==> src/rtl/dgf_pkg.sv <==
package dgf_pkg;

   // class codes carried on in_cls
   localparam logic [2:0] CLS_PLAIN  = 3'd0;
   localparam logic [2:0] CLS_HEAD   = 3'd1;
   localparam logic [2:0] CLS_PAIR   = 3'd2;
   localparam logic [2:0] CLS_QUAD   = 3'd3;
   localparam logic [2:0] CLS_BRANCH = 3'd4;
   localparam logic [2:0] CLS_PERM   = 3'd5;

   localparam int PAIR_SPAN = 2;

endpackage

==> src/rtl/dgf_fit.sv <==
// Decides whether one instruction fits into a group with the given
// occupancy, and which slots it would take.
module dgf_fit
   import dgf_pkg::*;
#(
   parameter int NB_SLOTS   = 4,
   parameter int BR_SLOTS   = 2,
   parameter int PERM_SLOTS = 2,
   localparam int TOT = NB_SLOTS + BR_SLOTS,
   localparam int NBW = $clog2(NB_SLOTS + 1),
   localparam int BRW = $clog2(BR_SLOTS + 1)
) (
   input  logic [NBW-1:0] nb_used,
   input  logic [BRW-1:0] br_used,
   input  logic [2:0]     cls,
   output logic           fits,
   output logic           closes,
   output logic [TOT-1:0] mask,
   output logic [NBW-1:0] nb_next,
   output logic [BRW-1:0] br_next
);

   logic           is_br;
   logic [NBW-1:0] span;

   always_comb begin
      is_br = (cls == CLS_BRANCH);
      case (cls)
         CLS_PAIR: span = NBW'(PAIR_SPAN);
         CLS_QUAD: span = NBW'(NB_SLOTS);
         default:  span = NBW'(1);
      endcase
      case (cls)
         CLS_HEAD, CLS_PAIR, CLS_QUAD: fits = (nb_used == '0);
         CLS_BRANCH:                   fits = (br_used < BRW'(BR_SLOTS));
         CLS_PERM:                     fits = (nb_used < NBW'(PERM_SLOTS));
         default:                      fits = (nb_used < NBW'(NB_SLOTS));
      endcase
      closes  = is_br && (int'(br_used) + 1 == BR_SLOTS);
      nb_next = is_br ? nb_used : nb_used + span;
      br_next = is_br ? br_used + BRW'(1) : br_used;
   end

   for (genvar i = 0; i < NB_SLOTS; i++) begin : g_nb_mask
      assign mask[i] = !is_br && (int'(nb_used) <= i)
                       && (i < int'(nb_used) + int'(span));
   end

   for (genvar j = 0; j < BR_SLOTS; j++) begin : g_br_mask
      assign mask[NB_SLOTS+j] = is_br && (int'(br_used) == j);
   end

endmodule

==> src/rtl/dgf_merge.sv <==
// Writes one instruction's payload into the slots selected by a mask.
module dgf_merge #(
   parameter int TOT   = 6,
   parameter int PAY_W = 16
) (
   input  logic [TOT-1:0]       base_vld,
   input  logic [TOT*PAY_W-1:0] base_pay,
   input  logic [TOT-1:0]       mask,
   input  logic [PAY_W-1:0]     pay,
   output logic [TOT-1:0]       vld_o,
   output logic [TOT*PAY_W-1:0] pay_o
);

   for (genvar i = 0; i < TOT; i++) begin : g_slot
      assign vld_o[i] = base_vld[i] | mask[i];
      assign pay_o[i*PAY_W +: PAY_W] = mask[i] ? pay : base_pay[i*PAY_W +: PAY_W];
   end

endmodule

==> src/rtl/dgf_group_former.sv <==
module dgf_group_former
   import dgf_pkg::*;
#(
   parameter int PAY_W      = 16,
   parameter int NB_SLOTS   = 4,
   parameter int BR_SLOTS   = 2,
   parameter int PERM_SLOTS = 2,
   localparam int TOT = NB_SLOTS + BR_SLOTS,
   localparam int NBW = $clog2(NB_SLOTS + 1),
   localparam int BRW = $clog2(BR_SLOTS + 1)
) (
   input  logic                 clk,
   input  logic                 rst_n,
   input  logic                 in_valid,
   output logic                 in_ready,
   input  logic [2:0]           in_cls,
   input  logic [PAY_W-1:0]     in_pay,
   output logic                 out_valid,
   input  logic                 out_ready,
   output logic [TOT-1:0]       out_slot_vld,
   output logic [TOT*PAY_W-1:0] out_slot_pay
);

   // elaboration-time parameter checks
   if (NB_SLOTS < PAIR_SPAN) begin : g_bad_nb
      $error("NB_SLOTS must be at least the pair span");
   end
   if (BR_SLOTS < 2) begin : g_bad_br
      $error("BR_SLOTS must be at least 2");
   end
   if (PERM_SLOTS < 1 || PERM_SLOTS > NB_SLOTS) begin : g_bad_perm
      $error("PERM_SLOTS must lie in 1..NB_SLOTS");
   end
   if (PAY_W < 1) begin : g_bad_pay
      $error("PAY_W must be positive");
   end

   // group being assembled
   logic [TOT-1:0]       acc_vld;
   logic [TOT*PAY_W-1:0] acc_pay;
   logic [NBW-1:0]       acc_nb;
   logic [BRW-1:0]       acc_br;

   // presented group
   logic                 out_v;
   logic [TOT-1:0]       out_vld_q;
   logic [TOT*PAY_W-1:0] out_pay_q;

   logic out_free, take, acc_open;

   logic                 a_fits, a_close;
   logic [TOT-1:0]       a_mask;
   logic [NBW-1:0]       a_nb_next;
   logic [BRW-1:0]       a_br_next;
   logic                 f_fits, f_close;
   logic [TOT-1:0]       f_mask;
   logic [NBW-1:0]       f_nb_next;
   logic [BRW-1:0]       f_br_next;

   logic [TOT-1:0]       a_vld;
   logic [TOT*PAY_W-1:0] a_pay;
   logic [TOT-1:0]       f_vld;
   logic [TOT*PAY_W-1:0] f_pay;

   assign out_free = !out_v || out_ready;
   assign take     = in_valid && out_free;
   assign acc_open = |acc_vld;

   // placement into the open group
   dgf_fit #(.NB_SLOTS(NB_SLOTS), .BR_SLOTS(BR_SLOTS), .PERM_SLOTS(PERM_SLOTS)) fit_open_i (
      .nb_used (acc_nb),
      .br_used (acc_br),
      .cls     (in_cls),
      .fits    (a_fits),
      .closes  (a_close),
      .mask    (a_mask),
      .nb_next (a_nb_next),
      .br_next (a_br_next)
   );

   // placement into a fresh group
   dgf_fit #(.NB_SLOTS(NB_SLOTS), .BR_SLOTS(BR_SLOTS), .PERM_SLOTS(PERM_SLOTS)) fit_fresh_i (
      .nb_used ('0),
      .br_used ('0),
      .cls     (in_cls),
      .fits    (f_fits),
      .closes  (f_close),
      .mask    (f_mask),
      .nb_next (f_nb_next),
      .br_next (f_br_next)
   );

   dgf_merge #(.TOT(TOT), .PAY_W(PAY_W)) merge_open_i (
      .base_vld (acc_vld),
      .base_pay (acc_pay),
      .mask     (a_mask),
      .pay      (in_pay),
      .vld_o    (a_vld),
      .pay_o    (a_pay)
   );

   dgf_merge #(.TOT(TOT), .PAY_W(PAY_W)) merge_fresh_i (
      .base_vld ('0),
      .base_pay ('0),
      .mask     (f_mask),
      .pay      (in_pay),
      .vld_o    (f_vld),
      .pay_o    (f_pay)
   );

   always_ff @(posedge clk or negedge rst_n) begin
      if (!rst_n) begin
         acc_vld   <= '0;
         acc_pay   <= '0;
         acc_nb    <= '0;
         acc_br    <= '0;
         out_v     <= 1'b0;
         out_vld_q <= '0;
         out_pay_q <= '0;
      end else if (out_free) begin
         if (take && a_fits && !a_close) begin
            acc_vld <= a_vld;
            acc_pay <= a_pay;
            acc_nb  <= a_nb_next;
            acc_br  <= a_br_next;
            out_v   <= 1'b0;
         end else if (take && a_fits) begin
            out_vld_q <= a_vld;
            out_pay_q <= a_pay;
            out_v     <= 1'b1;
            acc_vld   <= '0;
            acc_nb    <= '0;
            acc_br    <= '0;
         end else if (take) begin
            out_vld_q <= acc_vld;
            out_pay_q <= acc_pay;
            out_v     <= 1'b1;
            acc_vld   <= f_vld;
            acc_pay   <= f_pay;
            acc_nb    <= f_nb_next;
            acc_br    <= f_br_next;
         end else if (!in_valid && acc_open) begin
            out_vld_q <= acc_vld;
            out_pay_q <= acc_pay;
            out_v     <= 1'b1;
            acc_vld   <= '0;
            acc_nb    <= '0;
            acc_br    <= '0;
         end else begin
            out_v <= 1'b0;
         end
      end
   end

   assign in_ready     = out_free;
   assign out_valid    = out_v;
   assign out_slot_vld = out_vld_q;
   assign out_slot_pay = out_pay_q;

   // ---------------- assertions ----------------


   stall_hold_chk: assert property (@(posedge clk) disable iff (!rst_n)
      out_valid && !out_ready |=> out_valid && $stable(out_slot_vld) && $stable(out_slot_pay));


   stall_no_take_chk: assert property (@(posedge clk) disable iff (!rst_n)
      out_valid && !out_ready |=> $stable(acc_vld) && $stable(acc_nb) && $stable(acc_br));


   no_empty_group_chk: assert property (@(posedge clk) disable iff (!rst_n)
      out_valid |-> (|out_slot_vld));


   br_open_bound_chk: assert property (@(posedge clk) disable iff (!rst_n)
      acc_br < BRW'(BR_SLOTS));


   idle_flush_chk: assert property (@(posedge clk) disable iff (!rst_n)
      in_ready && !in_valid && acc_open |=> out_valid);


   fresh_fits_chk: assert property (@(posedge clk) disable iff (!rst_n)
      in_valid |-> f_fits && !f_close);

   for (genvar i = 0; i + 1 < NB_SLOTS; i++) begin : g_nb_chk

      nb_packed_chk: assert property (@(posedge clk) disable iff (!rst_n)
         out_valid && out_slot_vld[i+1] |-> out_slot_vld[i]);
   end

   for (genvar j = 0; j + 1 < BR_SLOTS; j++) begin : g_br_chk

      br_packed_chk: assert property (@(posedge clk) disable iff (!rst_n)
         out_valid && out_slot_vld[NB_SLOTS+j+1] |-> out_slot_vld[NB_SLOTS+j]);
   end

endmodule

==> config.mk <==
export PLATFORM = sky130hd
export DESIGN_NAME = dgf_group_former
export DESIGN_NICKNAME = d
export VERILOG_FILES = /design/src/rtl/dgf_pkg.sv /design/src/rtl/dgf_fit.sv /design/src/rtl/dgf_merge.sv /design/src/rtl/dgf_group_former.sv
export SDC_FILE = /design/constraint.sdc
export NUM_CORES = 1
export LEC_CHECK = 0
export ABC_AREA = 1
export BUFFER_PORTS_ARGS = -buffer_cell sky130_fd_sc_hd__buf_4
export CAP_MARGIN = 0
export CORE_ASPECT_RATIO = 0.5
export CORE_MARGIN = 10
export CORE_UTILIZATION = 50
export CTS_BUF_LIST = sky130_fd_sc_hd__clkbuf_8
export DETAILED_ROUTE_END_ITERATION = 10
export PLACE_DENSITY = 0.68
export RECOVER_POWER = 100
export SLEW_MARGIN = 20
export SYNTH_ARGS = -nofsm -noshare
export SYNTH_HDL_FRONTEND = slang
export SYNTH_SLANG_ARGS = --single-unit
export TNS_END_PERCENT = 20
==> constraint.sdc <==
create_clock -name clk -period 2.8 [get_ports clk]
set_input_delay 0.56 -clock clk [delete_from_list [all_inputs] [get_ports clk]]
set_output_delay 0.56 -clock clk [all_outputs]
set_load 0.05 [all_outputs]
* Yosys cells after proc, flatten, opt, wreduce, memory -nomap -nowiden *
Cells that the tools add are included.

storage, ports and cells
  register bits = 210
  input bits = 23
  output and inout bits = 104
  word-level logic and storage cells = 121

cells by class
  $add $sub $neg = 4
  order comparisons = 15
  equality and inequality tests = 10
  muxes and demuxes = 42
  bitwise gates (word level) = 7
  reductions and logical operators = 36

operators with widths
  kind                                                   number
  two-way mux 96 bit                                     6
  two-way mux 16 bit                                     11
  < comparator 3 x 32 -> 1 bit (first input constant)    2
  two-way mux 6 bit                                      7
  equality test 32 x 3 -> 1 bit (second input constant)  1
  < comparator 1 x 32 -> 1 bit (first input constant)    1
  < comparator 2 x 32 -> 1 bit (first input constant)    1
  logical AND 1 bit                                      19
  two-way mux 3 bit                                      6
  AND reduction 3 bit                                    4
  two-way mux 2 bit                                      5
  equality test 3 x 2 -> 1 bit (second input constant)   2
  equality test 3 bit (second input constant)            2
  <= comparator 3 x 1 -> 1 bit (second input constant)   2
  <= comparator 3 x 2 -> 1 bit (second input constant)   2
  < comparator 1 x 3 -> 1 bit (first input constant)     2
  < comparator 2 x 3 -> 1 bit (first input constant)     2
  OR 1 bit                                               6
  case mux 3 bit (2 select lines)                        1
  OR reduction 6 bit                                     1
  two-way mux 1 bit                                      5
  adder 3 x 3 -> 4 bit                                   1
  zero test 1 bit                                        4
  inequality test 2 bit (second input constant)          2
  19 further kinds                                       19

* Depth between registers and ports, before layout *
  depth in word-level cells = 8
  gate-level depth with buffers = 18
  mapped depth without buffers = 16

* Modules after synthesis *
From an unflattened synthesis, not the netlist that was laid out.

unflattened totals
  cells, all modules = 2475
  area, all modules = 15085.7 um^2

modules (own cells, without submodules)
  module            times used  cells each  area an instance (um^2)  seq. area each (um^2)
  dgf_group_former  1           1687        11464.7                  5255.0
  dgf_merge         2           318         1415.1                   0.0
  dgf_fit           2           76          395.4                    0.0

* Least setup slack after synthesis *
Ideal clock, no wire load.

  path type = input -> register
  start = input port in_cls[1]
  end = register acc_pay[40]
  library setup time = 0.113 ns
  arrival time = 2.504 ns
  required time = 2.687 ns
  path slack = 0.183 ns
  stages = 17
  buffers on the path = 2
  path through = inv_2 nor2_1 inv_2 clkbuf_1 ha_1 ha_1 inv_1 nand3_1 nand2_1 nand4_1 nand2_1 clkbuf_1 nand2_1 nand2_1 nand2_1 nand2_1 inv_1

on the way
  word-level cells in the longest chain between the ends = 8
  elaborated cells between the ends (all ways) = 27
  those cells by class = add/sub: 1; order compare: 2; eq/ne: 6; mux: 7; reduce/logical: 11

ends and longest elaborated chain
  element                                                                               line                     source
  start: declaration                                                                    dgf_group_former.sv:16   input logic [2:0] in_cls,
  parallel branches: the longest is 8 deep, another holds < comparator 3 x 32 -> 1 bit  --
  end signal: assignment                                                                dgf_group_former.sv:123  acc_pay <= a_pay;
  end signal: assignment                                                                dgf_group_former.sv:139  acc_pay <= f_pay;
  end: declaration                                                                      dgf_group_former.sv:40   logic [TOT*PAY_W-1:0] acc_pay;

Several ways; the timed one is not identified. The select of a mux whose other input is x is not followed.
A chain may end at the register's enable or synchronous reset.

* Worst setup path after layout *
  start = register acc_nb[2]
  end = register out_pay_q[2] (netlist: out_slot_pay[2])

on the way
  word-level cells in the longest chain between the ends = 6
  elaborated cells between the ends (all ways) = 16
  those cells by class = add/sub: 1; order compare: 4; mux: 3; bitwise: 1; reduce/logical: 7

ends and longest elaborated chain
  element                                                                               line                     source
  start: declaration                                                                    dgf_group_former.sv:41   logic [NBW-1:0] acc_nb;
  start signal: assignment                                                              dgf_group_former.sv:124  acc_nb <= a_nb_next;
  start signal: assignment                                                              dgf_group_former.sv:140  acc_nb <= f_nb_next;
  parallel branches: the longest is 6 deep, another holds < comparator 1 x 32 -> 1 bit  --
  end signal: assignment                                                                dgf_group_former.sv:129  out_pay_q <= a_pay;
  end signal: assignment                                                                dgf_group_former.sv:136  out_pay_q <= acc_pay;
  end signal: assignment                                                                dgf_group_former.sv:144  out_pay_q <= acc_pay;
  end: declaration                                                                      dgf_group_former.sv:47   logic [TOT*PAY_W-1:0] out_pay_q;

Several ways; the timed one is not identified.

==> impl_metrics.py <==
metrics = {
    "outcome": {
        "outcome": "complete, but fails checks",
        "violations": "capacitance limit, slew limit",
    },
    "sta": {
        "max_slew.worst_pin.slew_ns": 1.70,
        "finalCritPeriodShare_pct": 90.9,
        "slew_viol_final": 64,
        "slew-limit-headroom_pct": -13.5,
        "worst_slack_ns": 0.255,
        "max_freq_mhz": 393,
        "hold_viol": 0,
        "fin_setup_tns_ns": 0,
        "rsz0062_at_grt": "no",
        "finalCriticalPeriod_ns": 2.54,
        "finalSetupViolations": 0,
        "fin_skew_ns": 0.0184,
    },
    "placed_design": {
        "dp_hpwl_mm": 22.8,
        "gp_congestion": 0.898,
        "io_buffers": 126,
        "placed_cell_area_sq_mm": 0.0123,
        "place_ws_ns": 0.0757,
    },
    "clocking": {
        "cts_buffer_depth": 3,
        "cts_max_level": 2,
        "post-cts-setup-buffer-count": 0,
        "numCtsBuffers": 34,
        "cts_tree": "yes",
        "ctsResizeCount": 0,
        "clock_latency_ns": 0.54,
        "hold_buffers": 0,
        "cts_sinks": 210,
        "clockRootBuffer": "clkbuf_8",
        "cts.clk_slew.worst_paths_ns": 0.07,
    },
    "global_route": {
        "grt_pass1_wl_mm": 54.5,
        "overflow": 0,
        "use_met2_pct": 34.3,
        "top_usage_layer": "met2",
        "antenna_found_initial": 1,
        "grt.total_usage_pct": 23.3,
        "grt_pass1_vias": 10000,
        "use_met1_pct": 32.9,
        "gr-usage-met3_pct": 6.30,
        "grt_max_degree": 98,
    },
    "hold_path": {
        "hold_path_depth": 4,
        "hp-class": "in -> reg",
    },
    "synthesis": {
        "synth-compound-area-share_pct": 13.6,
        "synth_top_family_by_area": "simple AND/OR/NAND/NOR gates",
        "yosysUniqueCellTypes": 31,
        "synth_seq_cells": 210,
        "synth-simple-area-share_pct": 27.6,
        "synth.avg_cell_area_sq_um": 7.19,
        "synth-edff-count": 0,
        "synthCells": 1528,
        "synth.area.mux_share_pct": 0,
        "post-synth-top-area-fraction_pct": 47.8,
        "seq_area_frac_synth_pct": 47.8,
        "synthXorXnorAreaFrac_pct": 0.0797,
        "syn_nets": 1556,
        "synthAdderAreaFrac_pct": 0.569,
        "yosys.area.top_type": "dfrtp_1",
        "syn-cell-area_sq_mm": 0.0110,
        "synth_area_leaders": "dfrtp_1, nand2_1, o21ai_0",
        "synthFlopType": "dfrtp_1",
        "yosys_warnings": 0,
        "async_flop_share_pct": 100,
    },
    "floorplan": {
        "pin_count": 127,
        "placementRows": 38,
        "core_sq_mm": 0.0216,
        "dieHeight_microns": 125,
        "dieArea_sq_mm": 0.0287,
        "die_w_microns": 230,
        "start_util_pct": 50.8,
    },
    "power_and_ir_drop": {
        "pwr-share-seq_pct": 31.0,
        "power_density_mw_per_mm2": 1330,
        "p_sw_uw": 8620,
        "clockPowerShare_pct": 17.8,
        "intPower_uw": 8080,
        "peakVddDrop_mv": 0.866,
        "switching_share_pct": 51.6,
        "p_comb_share_pct": 51.2,
        "p_leak_uw": 0.00668,
    },
    "drt": {
        "vias": 10400,
        "drc_errors": 0,
        "first_iter_violations": 1085,
        "wl_mm": 33.7,
        "drtPass1Iterations": 7,
        "viasPerCell": 5.29,
        "final_antenna_net_count": 0,
        "post_drt_wl_per_cell_microns": 17.2,
    },
    "cells_and_area": {
        "multi_input_area_sq_mm": 0.00459,
        "areaGrowthSynthToFinish_pct": 13.9,
        "diodes": 0,
        "layout_commonest_cell": "nand2_1",
        "layout.nets": 1661,
        "fin_area_sq_mm": 0.0125,
        "fill_cells": 2176,
        "layout-drive-gt1-share_pct": 8.38,
        "regArea_sq_mm": 0.00526,
        "final_cell_mix": "nand2_1, dfrtp_1, inv_1",
    },
    "critical_path": {
        "crit_arrival_ns": 2.94,
        "crit_path_start_kind": "flop",
        "critPathKind": "reg -> reg",
        "reg2regPathDepth": 11,
        "path_max_fanout": 73,
        "cp.required_ns": 3.20,
        "worstSetupEndpointType": "flop",
    },
    "job": {
        "maxCapViolations": 1,
    },
}
-- kinds of logic (layout without fill, tap and decap cells) --
logic type	after synthesis	after routing
fa+ha+maj	5	5
buf+inv	279	409
simple gates	751	751
flops	210	210
xor+xnor	1	1
compound gates	282	282
-- power by group through the flow --
stage	Clock (uW)	Combinational [uW]	Sequential, uW
2_1_floorplan	0	4280	7330
3_3_place_gp	0	9070	5200
3_5_place_dp	0	9240	5220
4_1_cts	3020	9270	5190
5_1_grt	3170	9450	5330
6_report	2970	8550	5170
-- synth_stat cells (4+ instances only) --
cell type / count
nand2_1: 546
dfrtp_1: 210
inv_1: 184
o21ai_0: 153
nor2_1: 107
a21oi_1: 73
nand3_1: 71
clkbuf_1: 44
buf_2: 29
o21ai_1: 21
a31oi_1: 18
a21oi_2: 10
inv_2: 7
buf_4: 6
nor2_4: 6
buf_6: 5
ha_1: 5
nand2_2: 5
buf_1: 4
nor2_2: 4
o211ai_1: 4
-- flip-flops by register name (all words and copies together) (netlist names) --
| register | flops |
|---|---|
| out_slot_pay | 96 |
| acc_br | 2 |
| acc_nb | 3 |
| acc_vld | 6 |
| out_valid | 1 |
| acc_pay | 96 |
| out_slot_vld | 6 |
-- path summary, 6_finish.rpt --
kind / start / end / slack (ns)
worst max-delay path: acc_nb[2]$_DFFE_PN0P_ / out_slot_pay[2]$_DFFE_PN0P_ / 0.26
worst min-delay path: out_ready / out_valid$_DFFE_PN0P_ / 0.35
worst max register to register: acc_nb[2]$_DFFE_PN0P_ / out_slot_pay[2]$_DFFE_PN0P_ / 0.26
worst min register to register: out_slot_pay[15]$_DFFE_PN0P_ / out_slot_pay[15]$_DFFE_PN0P_ / 0.48
max in group asynchronous: rst_n / out_slot_pay[50]$_DFFE_PN0P_ / 0.52
min in group asynchronous: rst_n / out_slot_pay[91]$_DFFE_PN0P_ / 0.44
-- layer usage --
layer | share of wire [%] | vias up
li1 | - | 4979
met1 | 47 | 4942
met2 | 42 | 384
met3 | 8.4 | 55
met4 | 2.0 | 0
met5 | 0 | -
-- critical path: stages, from the launching register on --
cell,delay (ns)
dfrtp_1,0.47
inv_1,0.09
nand2_2,0.11
or2_1,0.15
nand2_2,0.07
nand3_2,0.14
nor2_4,0.05
nand2_2,0.06
buf_4,0.67
nor2_4,0.21
o21ai_0,0.26
nand2_1,0.08
-- layout make-up --
type / instances / area share (%)
clock buffers: 43 / 4.73
clock inverters: 18 / 1.25
inverters: 191 / 5.73
multi-input cells: 1039 / 36.6
flip-flops and latches: 210 / 42.0
well taps: 300 / 3.00
repair buffers: 157 / 6.69
-- metrics by stage --
| stage | hold slack (ns) | instances | util, % | total power (uW) |
|---|---|---|---|---|
| after floorplan | 0.264 | 1528 | - | 11600 |
| after global placement | 0.463 | 1897 | 56.7 | 14300 |
| after detailed placement | 0.466 | 1897 | 56.7 | 14500 |
| after CTS | 0.0225 | 1958 | 60.2 | 17500 |
| after global routing | 0.378 | 1958 | 57.9 | 18000 |
| final | 0.353 | 1958 | 57.9 | 16700 |
Note: power is estimated with default switching activity, not from simulation.
